### src/rtl/mw_pkg.sv
package mw_pkg;
  localparam int AW = 6;
  localparam int DW = 16;
  localparam int FW = 3 + AW + DW;   // longest outgoing frame
  localparam int CMDW = 9;           // short command frames

  localparam logic [2:0] OP_READ  = 3'b110;
  localparam logic [2:0] OP_WRITE = 3'b101;
  localparam logic [4:0] OP_WREN  = 5'b10011;
  localparam logic [4:0] OP_WRDIS = 5'b10000;

  typedef enum logic [2:0] {
    K_SETUP, K_OUT, K_IN, K_STBY, K_POLL, K_CLEAN, K_END
  } seg_kind_e;

  // segment program of each operation
  function automatic seg_kind_e seg_kind(input logic wr, input logic [3:0] s);
    if (!wr) begin
      case (s)
        4'd0: return K_SETUP;
        4'd1: return K_OUT;
        4'd2: return K_IN;
        4'd3: return K_STBY;
        default: return K_END;
      endcase
    end
    case (s)
      4'd0: return K_SETUP;
      4'd1, 4'd3, 4'd7: return K_OUT;
      4'd2, 4'd4, 4'd6: return K_STBY;
      4'd5: return K_POLL;
      4'd8: return K_CLEAN;
      default: return K_END;
    endcase
  endfunction

  // outgoing frame of a segment, left aligned
  function automatic logic [FW-1:0] seg_load(input logic wr, input logic [3:0] s,
                                             input logic [AW-1:0] a, input logic [DW-1:0] d);
    if (!wr) return (s == 4'd1) ? {OP_READ, a, {DW{1'b0}}} : '0;
    case (s)
      4'd1: return {OP_WREN, 4'b0000, {DW{1'b0}}};
      4'd3: return {OP_WRITE, a, d};
      4'd7: return {OP_WRDIS, 4'b0000, {DW{1'b0}}};
      default: return '0;
    endcase
  endfunction

  function automatic logic [4:0] seg_len(input logic wr, input logic [3:0] s);
    return (wr && s == 4'd3) ? 5'(FW) : 5'(CMDW);
  endfunction
endpackage

### src/rtl/mw_half_timer.sv
module mw_half_timer #(
  parameter int HALF_CLKS = 5000
) (
  input  logic clk,
  input  logic rst_n,
  input  logic en,
  output logic tick
);
  localparam int TW = (HALF_CLKS > 1) ? $clog2(HALF_CLKS) : 1;
  localparam logic [TW-1:0] LAST = TW'(HALF_CLKS - 1);

  logic [TW-1:0] cnt_q, cnt_n;

  assign tick = en && (cnt_q == LAST);

  always_comb begin
    cnt_n = cnt_q;
    if (!en || tick) cnt_n = '0;
    else             cnt_n = cnt_q + TW'(1);
  end

  always_ff @(posedge clk or negedge rst_n) begin
    if (!rst_n) cnt_q <= '0;
    else        cnt_q <= cnt_n;
  end

  generate
    if (HALF_CLKS > 1) begin : g_gap
      p_tick_gap_r12: assert property (@(posedge clk) disable iff (!rst_n)
        tick |=> !tick);
    end
  endgenerate
endmodule

### src/rtl/mw_seq.sv
module mw_seq
  import mw_pkg::*;
#(
  parameter int POLL_LIMIT = 200
) (
  input  logic          clk,
  input  logic          rst_n,
  input  logic          tick,
  input  logic          req_valid,
  input  logic          req_write,
  input  logic [AW-1:0] req_addr,
  input  logic [DW-1:0] req_wdata,
  input  logic          ee_do,
  output logic          busy,
  output logic          done,
  output logic          timeout,
  output logic [DW-1:0] rdata,
  output logic          ee_cs,
  output logic          ee_sk,
  output logic          ee_di
);
  localparam int CW = $clog2((POLL_LIMIT > FW) ? POLL_LIMIT : FW);
  localparam logic [CW-1:0] POLL_LAST = CW'(POLL_LIMIT - 1);
  localparam logic [CW-1:0] IN_LAST   = CW'(DW - 1);

  logic          busy_q, busy_n, wr_q, wr_n;
  logic [AW-1:0] addr_q, addr_n;
  logic [DW-1:0] wdata_q, wdata_n, rsh_q, rsh_n, rdata_q, rdata_n;
  logic [3:0]    seg_q, seg_n;
  logic [1:0]    ph_q, ph_n;
  logic [CW-1:0] cnt_q, cnt_n, out_last;
  logic [FW-1:0] sh_q, sh_n;
  logic          cs_q, cs_n, sk_q, sk_n, di_q, di_n;
  logic          done_q, done_n, err_q, err_n, adv;
  seg_kind_e     kind, nxt_kind;

  assign kind     = seg_kind(wr_q, seg_q);
  assign nxt_kind = seg_kind(wr_q, seg_q + 4'd1);
  assign out_last = CW'(seg_len(wr_q, seg_q)) - CW'(1);

  always_comb begin
    busy_n = busy_q; wr_n = wr_q; addr_n = addr_q; wdata_n = wdata_q;
    seg_n = seg_q; ph_n = ph_q; cnt_n = cnt_q; sh_n = sh_q;
    rsh_n = rsh_q; rdata_n = rdata_q;
    cs_n = cs_q; sk_n = sk_q; di_n = di_q;
    err_n = err_q; done_n = 1'b0; adv = 1'b0;
    if (!busy_q) begin
      if (req_valid) begin
        busy_n = 1'b1; wr_n = req_write; addr_n = req_addr; wdata_n = req_wdata;
        seg_n = '0; ph_n = '0; cnt_n = '0; err_n = 1'b0;
      end
    end else if (tick) begin
      case (kind)
        K_SETUP: begin
          sk_n = 1'b0; di_n = 1'b0; cs_n = 1'b1; adv = 1'b1;
        end
        K_OUT: begin
          case (ph_q)
            2'd0: begin di_n = sh_q[FW-1]; ph_n = 2'd1; end
            2'd1: begin sk_n = 1'b1; ph_n = 2'd2; end
            default: begin
              sk_n = 1'b0;
              sh_n = sh_q << 1;
              if (cnt_q == out_last) begin di_n = 1'b0; adv = 1'b1; end
              else begin cnt_n = cnt_q + CW'(1); ph_n = 2'd0; end
            end
          endcase
        end
        K_IN: begin
          if (ph_q == 2'd0) begin sk_n = 1'b1; ph_n = 2'd1; end
          else begin
            sk_n  = 1'b0;
            rsh_n = {rsh_q[DW-2:0], ee_do};
            if (cnt_q == IN_LAST) adv = 1'b1;
            else begin cnt_n = cnt_q + CW'(1); ph_n = 2'd0; end
          end
        end
        K_STBY: begin
          case (ph_q)
            2'd0: begin cs_n = 1'b0; sk_n = 1'b0; ph_n = 2'd1; end
            2'd1: begin sk_n = 1'b1; ph_n = 2'd2; end
            2'd2: begin cs_n = 1'b1; ph_n = 2'd3; end
            default: begin sk_n = 1'b0; adv = 1'b1; end
          endcase
        end
        K_POLL: begin
          if (ee_do) adv = 1'b1;
          else if (cnt_q == POLL_LAST) begin err_n = 1'b1; adv = 1'b1; end
          else cnt_n = cnt_q + CW'(1);
        end
        K_CLEAN: begin
          case (ph_q)
            2'd0: begin cs_n = 1'b0; di_n = 1'b0; ph_n = 2'd1; end
            2'd1: begin sk_n = 1'b1; ph_n = 2'd2; end
            default: begin sk_n = 1'b0; adv = 1'b1; end
          endcase
        end
        default: busy_n = 1'b0;
      endcase
      if (adv) begin
        seg_n = seg_q + 4'd1; ph_n = '0; cnt_n = '0;
        sh_n  = seg_load(wr_q, seg_q + 4'd1, addr_q, wdata_q);
        if (nxt_kind == K_END) begin
          busy_n = 1'b0; done_n = 1'b1;
          if (!wr_q) rdata_n = rsh_n;
        end
      end
    end
  end

  always_ff @(posedge clk or negedge rst_n) begin
    if (!rst_n) begin
      busy_q <= 1'b0; wr_q <= 1'b0; addr_q <= '0; wdata_q <= '0;
      seg_q <= '0; ph_q <= '0; cnt_q <= '0; sh_q <= '0;
      rsh_q <= '0; rdata_q <= '0;
      cs_q <= 1'b0; sk_q <= 1'b0; di_q <= 1'b0;
      done_q <= 1'b0; err_q <= 1'b0;
    end else begin
      busy_q <= busy_n; wr_q <= wr_n; addr_q <= addr_n; wdata_q <= wdata_n;
      seg_q <= seg_n; ph_q <= ph_n; cnt_q <= cnt_n; sh_q <= sh_n;
      rsh_q <= rsh_n; rdata_q <= rdata_n;
      cs_q <= cs_n; sk_q <= sk_n; di_q <= di_n;
      done_q <= done_n; err_q <= err_n;
    end
  end

  assign busy = busy_q; assign done = done_q; assign timeout = err_q;
  assign rdata = rdata_q;
  assign ee_cs = cs_q; assign ee_sk = sk_q; assign ee_di = di_q;

  p_di_stable_r2: assert property (@(posedge clk) disable iff (!rst_n)
    (sk_q && $past(sk_q)) |-> (di_q == $past(di_q)));
  p_di_low_in_r4: assert property (@(posedge clk) disable iff (!rst_n)
    (busy_q && kind == K_IN) |-> !di_q);
  p_err_from_poll_r9: assert property (@(posedge clk) disable iff (!rst_n)
    $rose(err_q) |-> $past(kind == K_POLL));
  p_idle_sk_low_r11: assert property (@(posedge clk) disable iff (!rst_n)
    !busy_q |-> !sk_q);
  p_pins_on_tick_r12: assert property (@(posedge clk) disable iff (!rst_n)
    !tick |=> $stable({cs_q, sk_q, di_q}));
  p_ignore_busy_r13: assert property (@(posedge clk) disable iff (!rst_n)
    (busy_q && req_valid) |=> ($stable(addr_q) && $stable(wr_q) && $stable(wdata_q)));
  p_done_pulse_r14: assert property (@(posedge clk) disable iff (!rst_n)
    done_q |=> !done_q);
endmodule

### src/rtl/mw_eeprom_ctrl.sv
module mw_eeprom_ctrl
  import mw_pkg::*;
#(
  parameter int HALF_CLKS  = 5000,
  parameter int POLL_LIMIT = 200
) (
  input  logic          clk,
  input  logic          rst_n,
  input  logic          req_valid,
  input  logic          req_write,
  input  logic [AW-1:0] req_addr,
  input  logic [DW-1:0] req_wdata,
  output logic          busy,
  output logic          rsp_done,
  output logic [DW-1:0] rsp_rdata,
  output logic          rsp_timeout,
  output logic          ee_cs,
  output logic          ee_sk,
  output logic          ee_di,
  input  logic          ee_do
);
  logic [1:0] rst_pipe_q;
  logic       rst_sync_n, tick, busy_w;

  // asynchronous assertion, synchronous release
  always_ff @(posedge clk or negedge rst_n) begin
    if (!rst_n) rst_pipe_q <= 2'b00;
    else        rst_pipe_q <= {rst_pipe_q[0], 1'b1};
  end
  assign rst_sync_n = rst_pipe_q[1];

  mw_half_timer #(.HALF_CLKS(HALF_CLKS)) timer_i (
    .clk(clk), .rst_n(rst_sync_n), .en(busy_w), .tick(tick)
  );

  mw_seq #(.POLL_LIMIT(POLL_LIMIT)) seq_i (
    .clk(clk), .rst_n(rst_sync_n), .tick(tick),
    .req_valid(req_valid), .req_write(req_write),
    .req_addr(req_addr), .req_wdata(req_wdata), .ee_do(ee_do),
    .busy(busy_w), .done(rsp_done), .timeout(rsp_timeout), .rdata(rsp_rdata),
    .ee_cs(ee_cs), .ee_sk(ee_sk), .ee_di(ee_di)
  );

  assign busy = busy_w;

  p_reset_quiet_r1: assert property (@(posedge clk)
    !rst_sync_n |-> (!ee_cs && !ee_sk && !ee_di && !busy_w && !rsp_done));
endmodule

### config.mk
export PLATFORM = sky130hd
export DESIGN_NAME = mw_eeprom_ctrl
export DESIGN_NICKNAME = d
export VERILOG_FILES = /design/src/rtl/mw_pkg.sv /design/src/rtl/mw_half_timer.sv /design/src/rtl/mw_seq.sv /design/src/rtl/mw_eeprom_ctrl.sv
export SDC_FILE = /design/constraint.sdc
export NUM_CORES = 1
export LEC_CHECK = 0
export BUFFER_PORTS_ARGS = -buffer_cell sky130_fd_sc_hd__buf_2
export CAP_MARGIN = 10
export CORE_MARGIN = 1
export CORE_UTILIZATION = 40
export CTS_CLUSTER_DIAMETER = 30
export DETAILED_ROUTE_END_ITERATION = 16
export GPL_TIMING_DRIVEN = 0
export REMOVE_ABC_BUFFERS = 1
export SETUP_SLACK_MARGIN = 0.05
export SLEW_MARGIN = 20
export SYNTH_ARGS = -nofsm -noshare
export SYNTH_HDL_FRONTEND = slang
export SYNTH_HIERARCHICAL = 1
export SYNTH_SLANG_ARGS = --single-unit
export TNS_END_PERCENT = 1
### constraint.sdc
create_clock -name clk -period 4.86 [get_ports clk]
set_clock_uncertainty 0.1 [all_clocks]
set_input_delay 0.243 -clock clk [delete_from_list [all_inputs] [get_ports clk]]
set_output_delay 0.243 -clock clk [all_outputs]
set_load 0.005 [all_outputs]
==> flow_summary.html, run 1 <==
<table>
<tr><th>Metric</th><th>Value</th></tr>
<tr><th colspan="2">Logic synthesis</th></tr>
<tr><td>Number of enable flip-flop cells after synthesis</td><td>0</td></tr>
<tr><td>Mean Syn Cell Area</td><td>11.3 sq um</td></tr>
<tr><td>Total of flip-flops plus latches after synthesis</td><td>about 120</td></tr>
<tr><td>Yosys warning count</td><td>6</td></tr>
<tr><td>Sequential fraction of the synthesis area</td><td>45.7%</td></tr>
<tr><td>Fraction of post-synthesis cell area in the top cell type by area</td><td>between 40% and 50%</td></tr>
<tr><td>Most common cell in the synthesized netlist</td><td>dfrtp_1</td></tr>
<tr><td>Unique masters post-synth</td><td>between 70 and 80</td></tr>
<tr><td>Ys async rst share</td><td>between 90% and 100%</td></tr>
<tr><td>Ranking of synthesized cells by area</td><td>dfrtp_1 46%, mux2_2 15%, mux2i_1 4.6%, ha_1 3.0%, mux2_4 2.4%</td></tr>
<tr><td>Synth cell count leaders</td><td>115 x dfrtp_1, 83 x mux2_2, 30 x inv_1, 30 x nand2_1, 29 x mux2i_1</td></tr>
<tr><td>Number of standard cells after synthesis</td><td>~560</td></tr>
<tr><td>Mapped cell area</td><td>approximately 0.0063 sq mm</td></tr>
<tr><td>Cell type contributing the most total cell area after synthesis</td><td>dfrtp_1</td></tr>
<tr><td>Flip-flop cell with the highest count after synthesis</td><td>dfrtp_1</td></tr>
<tr><th colspan="2">Clock tree</th></tr>
<tr><td>CTS clock-pin slew for the worst setup and hold paths</td><td>approximately 60 ps</td></tr>
<tr><td>Setup Buffers After CTS</td><td>0</td></tr>
<tr><td>CTS H-tree depth</td><td>4</td></tr>
<tr><td>Source-to-sink clock delay at the later pin of the worst-skew pair</td><td>slightly above 400 ps</td></tr>
<tr><td>TritonCTS clock tree</td><td>done</td></tr>
<tr><td>Root Buffer Master</td><td>clkbuf_16</td></tr>
<tr><td>TritonCTS Sinks</td><td>between 100 and 150</td></tr>
<tr><td>Number of buffers inserted during clock tree synthesis</td><td>17</td></tr>
<tr><td>Maximum root-to-sink buffer count</td><td>2</td></tr>
<tr><th colspan="2">Drt</th></tr>
<tr><td>Iter 0 DRT Violations</td><td>~290</td></tr>
<tr><td>Vias after detailed routing</td><td>about 4500</td></tr>
<tr><td>Highest layer used for signal routing</td><td>met4</td></tr>
<tr><td>DR WL met2</td><td>~6.4 mm</td></tr>
<tr><td>Remaining routing DRC violations</td><td>0</td></tr>
<tr><td>Routed via count divided by cell count</td><td>5.36</td></tr>
<tr><td>DR WL met3</td><td>~560 um</td></tr>
<tr><td>Total length of routed wires</td><td>around 13 mm</td></tr>
<tr><td>First drt pass iteration count</td><td>5</td></tr>
<tr><td>Detailed-routing wirelength on met1</td><td>approximately 6.1 mm</td></tr>
<tr><td>Routed WL per cell</td><td>about 16 um</td></tr>
<tr><td>Post-route antenna net violation count</td><td>0</td></tr>
<tr><th colspan="2">Final layout</th></tr>
<tr><td>Layout Area Growth over Synthesis</td><td>21.4%</td></tr>
<tr><td>Share of final-layout standard cells stronger than drive strength 1</td><td>a little under a third</td></tr>
<tr><td>Cell area after layout</td><td>0.00764 sq mm</td></tr>
<tr><td>Number of diodes added for antenna fixing</td><td>0</td></tr>
<tr><td>Number of nets at the end of the flow</td><td>666</td></tr>
<tr><td>Filler instances</td><td>~1400</td></tr>
<tr><th colspan="2">Timing</th></tr>
<tr><td>Endpoints failing setup</td><td>0</td></tr>
<tr><td>Slew at the pin closest to its max-slew limit</td><td>roughly 1200 ps</td></tr>
<tr><td>Number of hold violations in the final report</td><td>0</td></tr>
<tr><td>Max-Slew Margin vs Limit</td><td>22.1%</td></tr>
<tr><td>Peak clock frequency supported by timing</td><td>roughly 240 MHz</td></tr>
<tr><td>Min cycle time layout</td><td>around 4200 ps</td></tr>
<tr><td>Fraction of the cycle the final worst path needs</td><td>a little under nine tenths</td></tr>
<tr><td>RSZ-0062 raised after global routing</td><td>no</td></tr>
<tr><td>Summed negative setup slack over all endpoints</td><td>0 ps</td></tr>
<tr><td>Fin. max-slew vios</td><td>0</td></tr>
<tr><th colspan="2">Critical path</th></tr>
<tr><td>WS Path Type</td><td>reg -&gt; reg</td></tr>
<tr><td>WP data required</td><td>5050 ps</td></tr>
<tr><td>Reg2Reg Setup Slack</td><td>680 ps</td></tr>
<tr><td>Reg2Reg Capture Point</td><td>seq_i/sh_q[9]</td></tr>
<tr><td>Number of cells traversed by the worst register-to-register path</td><td>9</td></tr>
<tr><td>Type of destination of the critical path</td><td>register</td></tr>
<tr><td>Worst setup endpoint</td><td>seq_i/sh_q[9]</td></tr>
<tr><td>Startpoint type of the worst setup path</td><td>register</td></tr>
<tr><td>Start of the worst register-to-register path</td><td>seq_i/seg_q[0]</td></tr>
<tr><td>Worst Path Arrival</td><td>around 4400 ps</td></tr>
<tr><td>Crit Path Max Fanout</td><td>25</td></tr>
<tr><td>Beginning of the critical path</td><td>seq_i/seg_q[0]</td></tr>
<tr><th colspan="2">Die</th></tr>
<tr><td>Initial cell density of the core</td><td>between 40% and 50%</td></tr>
<tr><td>Die outline width</td><td>roughly 130 um</td></tr>
<tr><td>Area of the core</td><td>between 0.015 and 0.02 sq mm</td></tr>
<tr><td>Rows</td><td>45</td></tr>
<tr><td>Die outline height</td><td>between 100 and 150 um</td></tr>
<tr><td>I/O pins</td><td>49</td></tr>
<tr><td>Die area</td><td>about 0.016 sq mm</td></tr>
<tr><th colspan="2">Placed design</th></tr>
<tr><td>Post-detail-place hpwl</td><td>around 8.7 mm</td></tr>
<tr><td>Number of I/O port buffers</td><td>48</td></tr>
<tr><td>Area after detailed placement</td><td>roughly 0.0067 sq mm</td></tr>
<tr><td>Placer's final routability congestion estimate</td><td>0.837</td></tr>
<tr><th colspan="2">Min path</th></tr>
<tr><td>Path type of the worst min-delay path</td><td>in -&gt; reg</td></tr>
<tr><th colspan="2">Pwr</th></tr>
<tr><td>Total leakage power</td><td>3.48 nW</td></tr>
<tr><td>Total power per unit cell area</td><td>roughly 380 mW/mm^2</td></tr>
<tr><td>Worst voltage drop across the vdd grid</td><td>approximately 250 uV</td></tr>
<tr><th colspan="2">Global route</th></tr>
<tr><td>Number of antenna violations at the first check in global routing</td><td>0</td></tr>
<tr><td>Global-route wire length before repair</td><td>about 22 mm</td></tr>
<tr><td>Number of global-route vias before repair</td><td>~4500</td></tr>
<tr><td>Pin count of the biggest net entering global routing</td><td>55</td></tr>
<tr><td>Overall track demand over capacity in global routing</td><td>approximately 18%</td></tr>
<tr><td>Final global-route overflow total</td><td>0</td></tr>
<tr><th colspan="2">Job</th></tr>
<tr><td>Number of maximum-capacitance constraint violations</td><td>0</td></tr>
<tr><th colspan="2">Status</th></tr>
<tr><td>Run status</td><td>completed</td></tr>
</table>
## placed cells by master, fill, tap and decap left out, drive strengths merged, types with 4 or more instances in the layout
| cell | count |
|---|---|
| and2 | 15 |
| buf | 52 |
| or4 | 4 |
| ha | 15 |
| nor2b | 5 |
| clkinv | 4 |
| nand2 | 30 |
| nand4 | 16 |
| or3 | 6 |
| mux2i | 29 |
| a21oi | 28 |
| dlygate4sd3 | 24 |
| nor2 | 27 |
| o21ai | 18 |
| nand3 | 13 |
| o211ai | 4 |
| bufinv | 5 |
| inv | 31 |
| dfrtp | 115 |
| and3 | 6 |
| o31ai | 9 |
| clkbuf | 19 |
| mux2 | 93 |
| nand2b | 5 |
## critical path, stage by stage, from the launching register on
cell and delay (ps):
dfrtp_1 430, inv_1 160, ha_1 360, or3_1 200, nand3_1 190, a21oi_1 610
a22oi_2 260, o211a_1 390, a21oi_4 920, mux2_2 420
## sequential cells by signal (all words and copies together) (netlist names)
register / cells
seq_i/ph_q: 2
seq_i/rsh_q: 16
seq_i/sh_q: 25
seq_i/busy: 1
rst_pipe_q: 2
seq_i/cnt_q: 8
seq_i/ee_sk: 1
seq_i/rdata: 16
seq_i/done: 1
seq_i/wdata_q: 16
timer_i/cnt_q: 13
seq_i/addr_q: 6
seq_i/timeout: 1
seq_i/ee_di: 1
seq_i/ee_cs: 1
seq_i/wr_q: 1
seq_i/seg_q: 4
## what timing repair did
item | in CTS | in global routing
endpoints found under the hold margin | 25 | 0
hold buffers | 24 | 0
gates resized for setup | 0 | 0
## cell families after synthesis
logic type / count (synthesis) / synth area share (%)
buffers and inverters: 56 / 4.51
AO/OA/AOI/OAI: 92 / 10.7
XOR/XNOR: 6 / 0.834
other: 1 / 0.0595
AND/OR/NAND/NOR: 148 / 13.4
multiplexers: 122 / 21.8
flip-flops: 115 / 45.7
adder cells (fa/ha/maj): 15 / 2.98
## metal layers
metal	global-route usage (%)	vias up
li1	-	2158
met1	22.7	2264
met2	28.2	114
met3	4.77	12
met4	7.07	0
met5	0	-
## power by group
group          switching (W)  internal (W)
Sequential         0.0000630       0.00102
Clock               0.000440      0.000935
Combinational       0.000231      0.000199
Total               0.000734       0.00215
## metrics by stage
step	setup WS [ps]	total power [W]	util, %	hold slack [ps]	cells
global route	464	0.00301	50.1	28.1	848
CTS	735	0.00292	50.1	5.08	848
global placement	-15.2	0.00146	43.5	-71.9	788
detailed placement	758	0.00151	44.2	-67.5	792
finish	681	0.00288	50.1	32.7	848
floorplan	1320	0.00137	-	-153	529
## layout make-up
type / count / area (sq um) / share of cell area, %
timing repair buffer: 76 / 583 / 7.63
tap: 211 / 264 / 3.45
multi-input combinational: 384 / 3140 / 41.1
inverter: 30 / 113 / 1.47
clock inverter: 13 / 205 / 2.68
sequential: 115 / 2880 / 37.7
clock buffer: 19 / 453 / 5.93
## worst min-delay path by stage
| stage | to | slack (ps) | depth (start not counted) | start |
|---|---|---|---|---|
| 3_3_place_gp | rst_pipe_q[0] | -70 | 1 | rst_n |
| 5_1_grt | rst_pipe_q[1] | 30 | 2 | rst_n |
| 6_report | seq_i/busy | 30 | 3 | req_valid |
| 4_1_cts | rst_pipe_q[1] | 5 | 2 | rst_n |
| 2_1_floorplan | rst_pipe_q[0] | -150 | 0 | rst_n |
| 3_5_place_dp | rst_pipe_q[0] | -70 | 1 | rst_n |
Power figures use the tool's default switching activity.
==> inputs of run 2 (changes only) <==
--- a/config.mk
+++ b/config.mk
@@ -7,11 +7,14 @@
 export LEC_CHECK = 0
 export BUFFER_PORTS_ARGS = -buffer_cell sky130_fd_sc_hd__buf_2
 export CAP_MARGIN = 10
-export CORE_MARGIN = 1
+export CELL_PAD_IN_SITES_DETAIL_PLACEMENT = 1
+export CELL_PAD_IN_SITES_GLOBAL_PLACEMENT = 1
+export CORE_MARGIN = 2
 export CORE_UTILIZATION = 40
 export CTS_CLUSTER_DIAMETER = 30
 export DETAILED_ROUTE_END_ITERATION = 16
 export GPL_TIMING_DRIVEN = 0
+export PLACE_DENSITY_LB_ADDON = 0.1
 export REMOVE_ABC_BUFFERS = 1
 export SETUP_SLACK_MARGIN = 0.05
 export SLEW_MARGIN = 20
==> run 2 against run 1 <==
Sequential share of layout area increased by 0.36 points. Combinational power decreased by 2%. First-iteration DRC count decreased by 31%. Power decreased by 3.6%. Non-clock buffer count unchanged. Via count increased by 0.55%. Final cell count unchanged. Worst hold slack improved by 22 ps. Setup slack improved by 26 ps. Die area increased by 3.2%.
==> flow_summary.html, run 2 (same netlist as run 1, synthesis figures left out) <==
<table>
<tr><th>Metric</th><th>Value</th></tr>
<tr><th colspan="2">Final layout</th></tr>
<tr><td>Number of diodes added for antenna fixing</td><td>0 (unchanged)</td></tr>
<tr><td>Largest register by flop count</td><td>seq_i/sh_q</td></tr>
<tr><td>Layout Area Growth over Synthesis</td><td>20.2%</td></tr>
<tr><td>Most common cell after layout, fill and taps aside</td><td>dfrtp_1</td></tr>
<tr><td>Fin util</td><td>49.4% (-0.66 points)</td></tr>
<tr><td>Number of nets at the end of the flow</td><td>666 (unchanged)</td></tr>
<tr><td>Post-route non-filler standard cell count</td><td>848 (unchanged)</td></tr>
<tr><td>Share of final-layout standard cells stronger than drive strength 1</td><td>30.9% (-0.16 points)</td></tr>
<tr><td>Most frequent cells in the layout</td><td>114 x dfrtp_1, 83 x mux2_2, 48 x buf_2, 30 x inv_1, 30 x nand2_1</td></tr>
<tr><td>Max FFs per register</td><td>25 (unchanged)</td></tr>
<tr><th colspan="2">Die</th></tr>
<tr><td>Initial cell density of the core</td><td>41.1% (-0.15 points)</td></tr>
<tr><td>Die outline width</td><td>129 um (+1.6%)</td></tr>
<tr><td>I/O pins</td><td>49 (unchanged)</td></tr>
<tr><td>Die area</td><td>0.0168 sq mm (+3.2%)</td></tr>
<tr><td>Rows</td><td>45 (unchanged)</td></tr>
<tr><td>Area of the core</td><td>0.0153 sq mm (+0.37%)</td></tr>
<tr><td>Die outline height</td><td>129 um (+1.6%)</td></tr>
<tr><th colspan="2">Job</th></tr>
<tr><td>Number of maximum-capacitance constraint violations</td><td>0 (unchanged)</td></tr>
<tr><th colspan="2">Global route</th></tr>
<tr><td>Overall track demand over capacity in global routing</td><td>19.4% (+1.8 points)</td></tr>
<tr><td>Number of antenna violations at the first check in global routing</td><td>0 (unchanged)</td></tr>
<tr><td>Global-route wire length before repair</td><td>25.3 mm (+14%)</td></tr>
<tr><td>Pin count of the biggest net entering global routing</td><td>45 (-18%)</td></tr>
<tr><td>Final global-route overflow total</td><td>0 (unchanged)</td></tr>
<tr><td>Number of global-route vias before repair</td><td>4919 (+8.5%)</td></tr>
<tr><th colspan="2">Placed design</th></tr>
<tr><td>Total instance count after detailed placement</td><td>791 (-0.13%)</td></tr>
<tr><td>Post-detail-place hpwl</td><td>10.2 mm (+18%)</td></tr>
<tr><td>Placer's final routability congestion estimate</td><td>0.857 (+2.4%)</td></tr>
<tr><td>Number of I/O port buffers</td><td>48 (unchanged)</td></tr>
<tr><th colspan="2">Clock tree</th></tr>
<tr><td>TritonCTS clock tree</td><td>done</td></tr>
<tr><td>Root Buffer Master</td><td>clkbuf_16</td></tr>
<tr><td>Setup Buffers After CTS</td><td>0 (unchanged)</td></tr>
<tr><td>TritonCTS Sinks</td><td>115 (unchanged)</td></tr>
<tr><td>Source-to-sink clock delay at the later pin of the worst-skew pair</td><td>410 ps (about the same)</td></tr>
<tr><td>Number of buffers inserted during clock tree synthesis</td><td>17 (unchanged)</td></tr>
<tr><td>CTS clock-pin slew for the worst setup and hold paths</td><td>60 ps (about the same)</td></tr>
<tr><td>Maximum root-to-sink buffer count</td><td>2 (unchanged)</td></tr>
<tr><td>CTS H-tree depth</td><td>4 (unchanged)</td></tr>
<tr><th colspan="2">Timing</th></tr>
<tr><td>Worst Hold Slack</td><td>54.5 ps (+21.7 ps)</td></tr>
<tr><td>Slew at the pin closest to its max-slew limit</td><td>987 ps (-178 ps)</td></tr>
<tr><td>Endpoints failing setup</td><td>0 (unchanged)</td></tr>
<tr><td>RSZ-0062 raised after global routing</td><td>no</td></tr>
<tr><td>Fin. max-slew vios</td><td>0 (unchanged)</td></tr>
<tr><td>Summed negative setup slack over all endpoints</td><td>0 ps (unchanged)</td></tr>
<tr><td>Number of hold violations in the final report</td><td>0 (unchanged)</td></tr>
<tr><td>Min cycle time layout</td><td>4150 ps (-25.6 ps)</td></tr>
<tr><td>Max-Slew Margin vs Limit</td><td>33.9% (+12 points)</td></tr>
<tr><td>Peak clock frequency supported by timing</td><td>241 MHz (+0.62%)</td></tr>
<tr><td>Fraction of the cycle the final worst path needs</td><td>85.5% (-0.53 points)</td></tr>
<tr><th colspan="2">Pwr</th></tr>
<tr><td>Total leakage power</td><td>3.44 nW (-1.2%)</td></tr>
<tr><td>Switching Fraction</td><td>27.3% (+1.9 points)</td></tr>
<tr><td>Total power per unit cell area</td><td>367 mW/mm^2 (-2.7%)</td></tr>
<tr><td>Sw power</td><td>0.000761 W (+3.6%)</td></tr>
<tr><td>Proportion of power drawn by flip-flops and latches</td><td>39.0% (+1.6 points)</td></tr>
<tr><td>Share of total power in the clock network</td><td>45.9% (-1.8 points)</td></tr>
<tr><td>Worst voltage drop across the vdd grid</td><td>267 uV (+7.5%)</td></tr>
<tr><td>Part of the total power dissipated in combinational logic</td><td>15.1% (+0.2 points)</td></tr>
<tr><td>Internal power contribution</td><td>0.00202 W (-6.0%)</td></tr>
<tr><th colspan="2">Critical path</th></tr>
<tr><td>Crit path max-delay cell type</td><td>o21ai_0</td></tr>
<tr><td>Number of cells traversed by the worst register-to-register path</td><td>9 (unchanged)</td></tr>
<tr><td>Startpoint type of the worst setup path</td><td>register</td></tr>
<tr><td>WP data required</td><td>5060 ps (about the same)</td></tr>
<tr><td>Largest stage delay on the critical path</td><td>710 ps (-210 ps)</td></tr>
<tr><td>Reg2Reg Capture Point</td><td>seq_i/sh_q[1]</td></tr>
<tr><td>Crit Path Max Fanout</td><td>15 (-40%)</td></tr>
<tr><td>Type of destination of the critical path</td><td>register</td></tr>
<tr><td>Worst path cell trace</td><td>inv_1, ha_1, or2_2, o21ai_0, o211ai_1, o211a_1, a21oi_4, buf_8, mux2_2</td></tr>
<tr><td>Worst Path Arrival</td><td>4350 ps (-20 ps)</td></tr>
<tr><td>Reg2Reg Setup Slack</td><td>710 ps (+30 ps)</td></tr>
<tr><td>Worst path bufs/invs</td><td>2 (+1)</td></tr>
<tr><td>WS Path Type</td><td>reg -&gt; reg</td></tr>
<tr><td>Start of the worst register-to-register path</td><td>seq_i/seg_q[0]</td></tr>
<tr><td>Largest delay contributor family on the critical path</td><td>compound AO/OA/AOI/OAI gates</td></tr>
<tr><th colspan="2">Drt</th></tr>
<tr><td>Detailed-routing wirelength on met1</td><td>7.16 mm (+17%)</td></tr>
<tr><td>Routed via count divided by cell count</td><td>5.39 (+0.55%)</td></tr>
<tr><td>Iter 0 DRT Violations</td><td>200 (-31%)</td></tr>
<tr><td>Highest layer used for signal routing</td><td>met4</td></tr>
<tr><td>First drt pass iteration count</td><td>4 (-1)</td></tr>
<tr><td>DR WL met2</td><td>7.24 mm (+14%)</td></tr>
<tr><td>Vias after detailed routing</td><td>4573 (+0.55%)</td></tr>
<tr><td>Post-route antenna net violation count</td><td>0 (unchanged)</td></tr>
<tr><td>DR WL met3</td><td>505 um (-10%)</td></tr>
<tr><td>Total length of routed wires</td><td>15.1 mm (+15%)</td></tr>
<tr><td>Routed WL per cell</td><td>17.8 um (+15%)</td></tr>
<tr><td>Remaining routing DRC violations</td><td>0 (unchanged)</td></tr>
<tr><th colspan="2">Status</th></tr>
<tr><td>Run status</td><td>completed</td></tr>
<tr><th colspan="2">Min path</th></tr>
<tr><td>Path type of the worst min-delay path</td><td>in -&gt; async</td></tr>
</table>
run 2: cell count changes in the layout (fill, tap and decap cells not counted), sizes merged:
cell      before  now
clkbuf        19   20
bufinv         5    3
clkinvlp       3    4
run 2: what timing repair did:
item / 4_1_cts / 5_1_grt
endpoints found under the hold margin: 25 / 0
hold buffers: 24 / 0
gates resized for setup: 0 / 0
run 2: metal layers:
layer  global-route usage (%)  vias up
met1                     25.7     2317
met5                        0        -
met2                     31.8       80
met4                     5.38        0
li1                         -     2160
met3                     5.12       16
run 2: worst register-to-register path, delay by kind of cell, from the launching register on:
kind / cells / cell delay [ps]
DFF: 1 / 420
AOI/OAI and AO/OA: 4 / 2090
buffers and inverters: 2 / 380
adders and majority gates: 1 / 340
muxes: 1 / 350
and+or+nand+nor: 1 / 340
run 2: how the worst max path moves through the flow:
stage              startpoint               to  slack, ps  cells after the start
2_1_floorplan   rst_pipe_q[1]  seq_i/addr_q[0]       1320                      0
3_3_place_gp    rst_pipe_q[1]   seq_i/sh_q[17]       -110                      0
3_5_place_dp   seq_i/seg_q[0]    seq_i/sh_q[9]        610                      8
4_1_cts        seq_i/seg_q[0]    seq_i/sh_q[1]        600                      8
5_1_grt        seq_i/seg_q[0]    seq_i/sh_q[3]        500                      9
6_report       seq_i/seg_q[0]    seq_i/sh_q[1]        710                      9
run 2: area by class of cell:
class | instances | area [sq um]
Clock buffer | 20 | 447
Multi-Input combinational cell | 384 | 3150
Tap cell | 211 | 264
Inverter | 30 | 113
Sequential cell | 115 | 2880
Fill cell | 1673 | 7740
Clock inverter | 12 | 156
Timing Repair Buffer | 76 | 563
run 2: stage by stage:
| step | total power (W) | worst slack (ps) | instance area (sq um) |
|---|---|---|---|
| 2_1_floorplan | 0.00137 | 1320 | 6130 |
| 3_3_place_gp | 0.00147 | -113 | 6630 |
| 3_5_place_dp | 0.00150 | 606 | 6710 |
| 4_1_cts | 0.00282 | 602 | 7560 |
| 5_1_grt | 0.00291 | 499 | 7570 |
| 6_report | 0.00278 | 706 | 7570 |
run 2: power by group through the flow:
stage	registers [W]	clock network (W)	logic, W
3_3_place_gp	0.00111	0	0.000361
6_report	0.00108	0.00128	0.000421
3_5_place_dp	0.00110	0	0.000403
4_1_cts	0.00108	0.00131	0.000422
2_1_floorplan	0.00109	0	0.000284
5_1_grt	0.00110	0.00135	0.000460
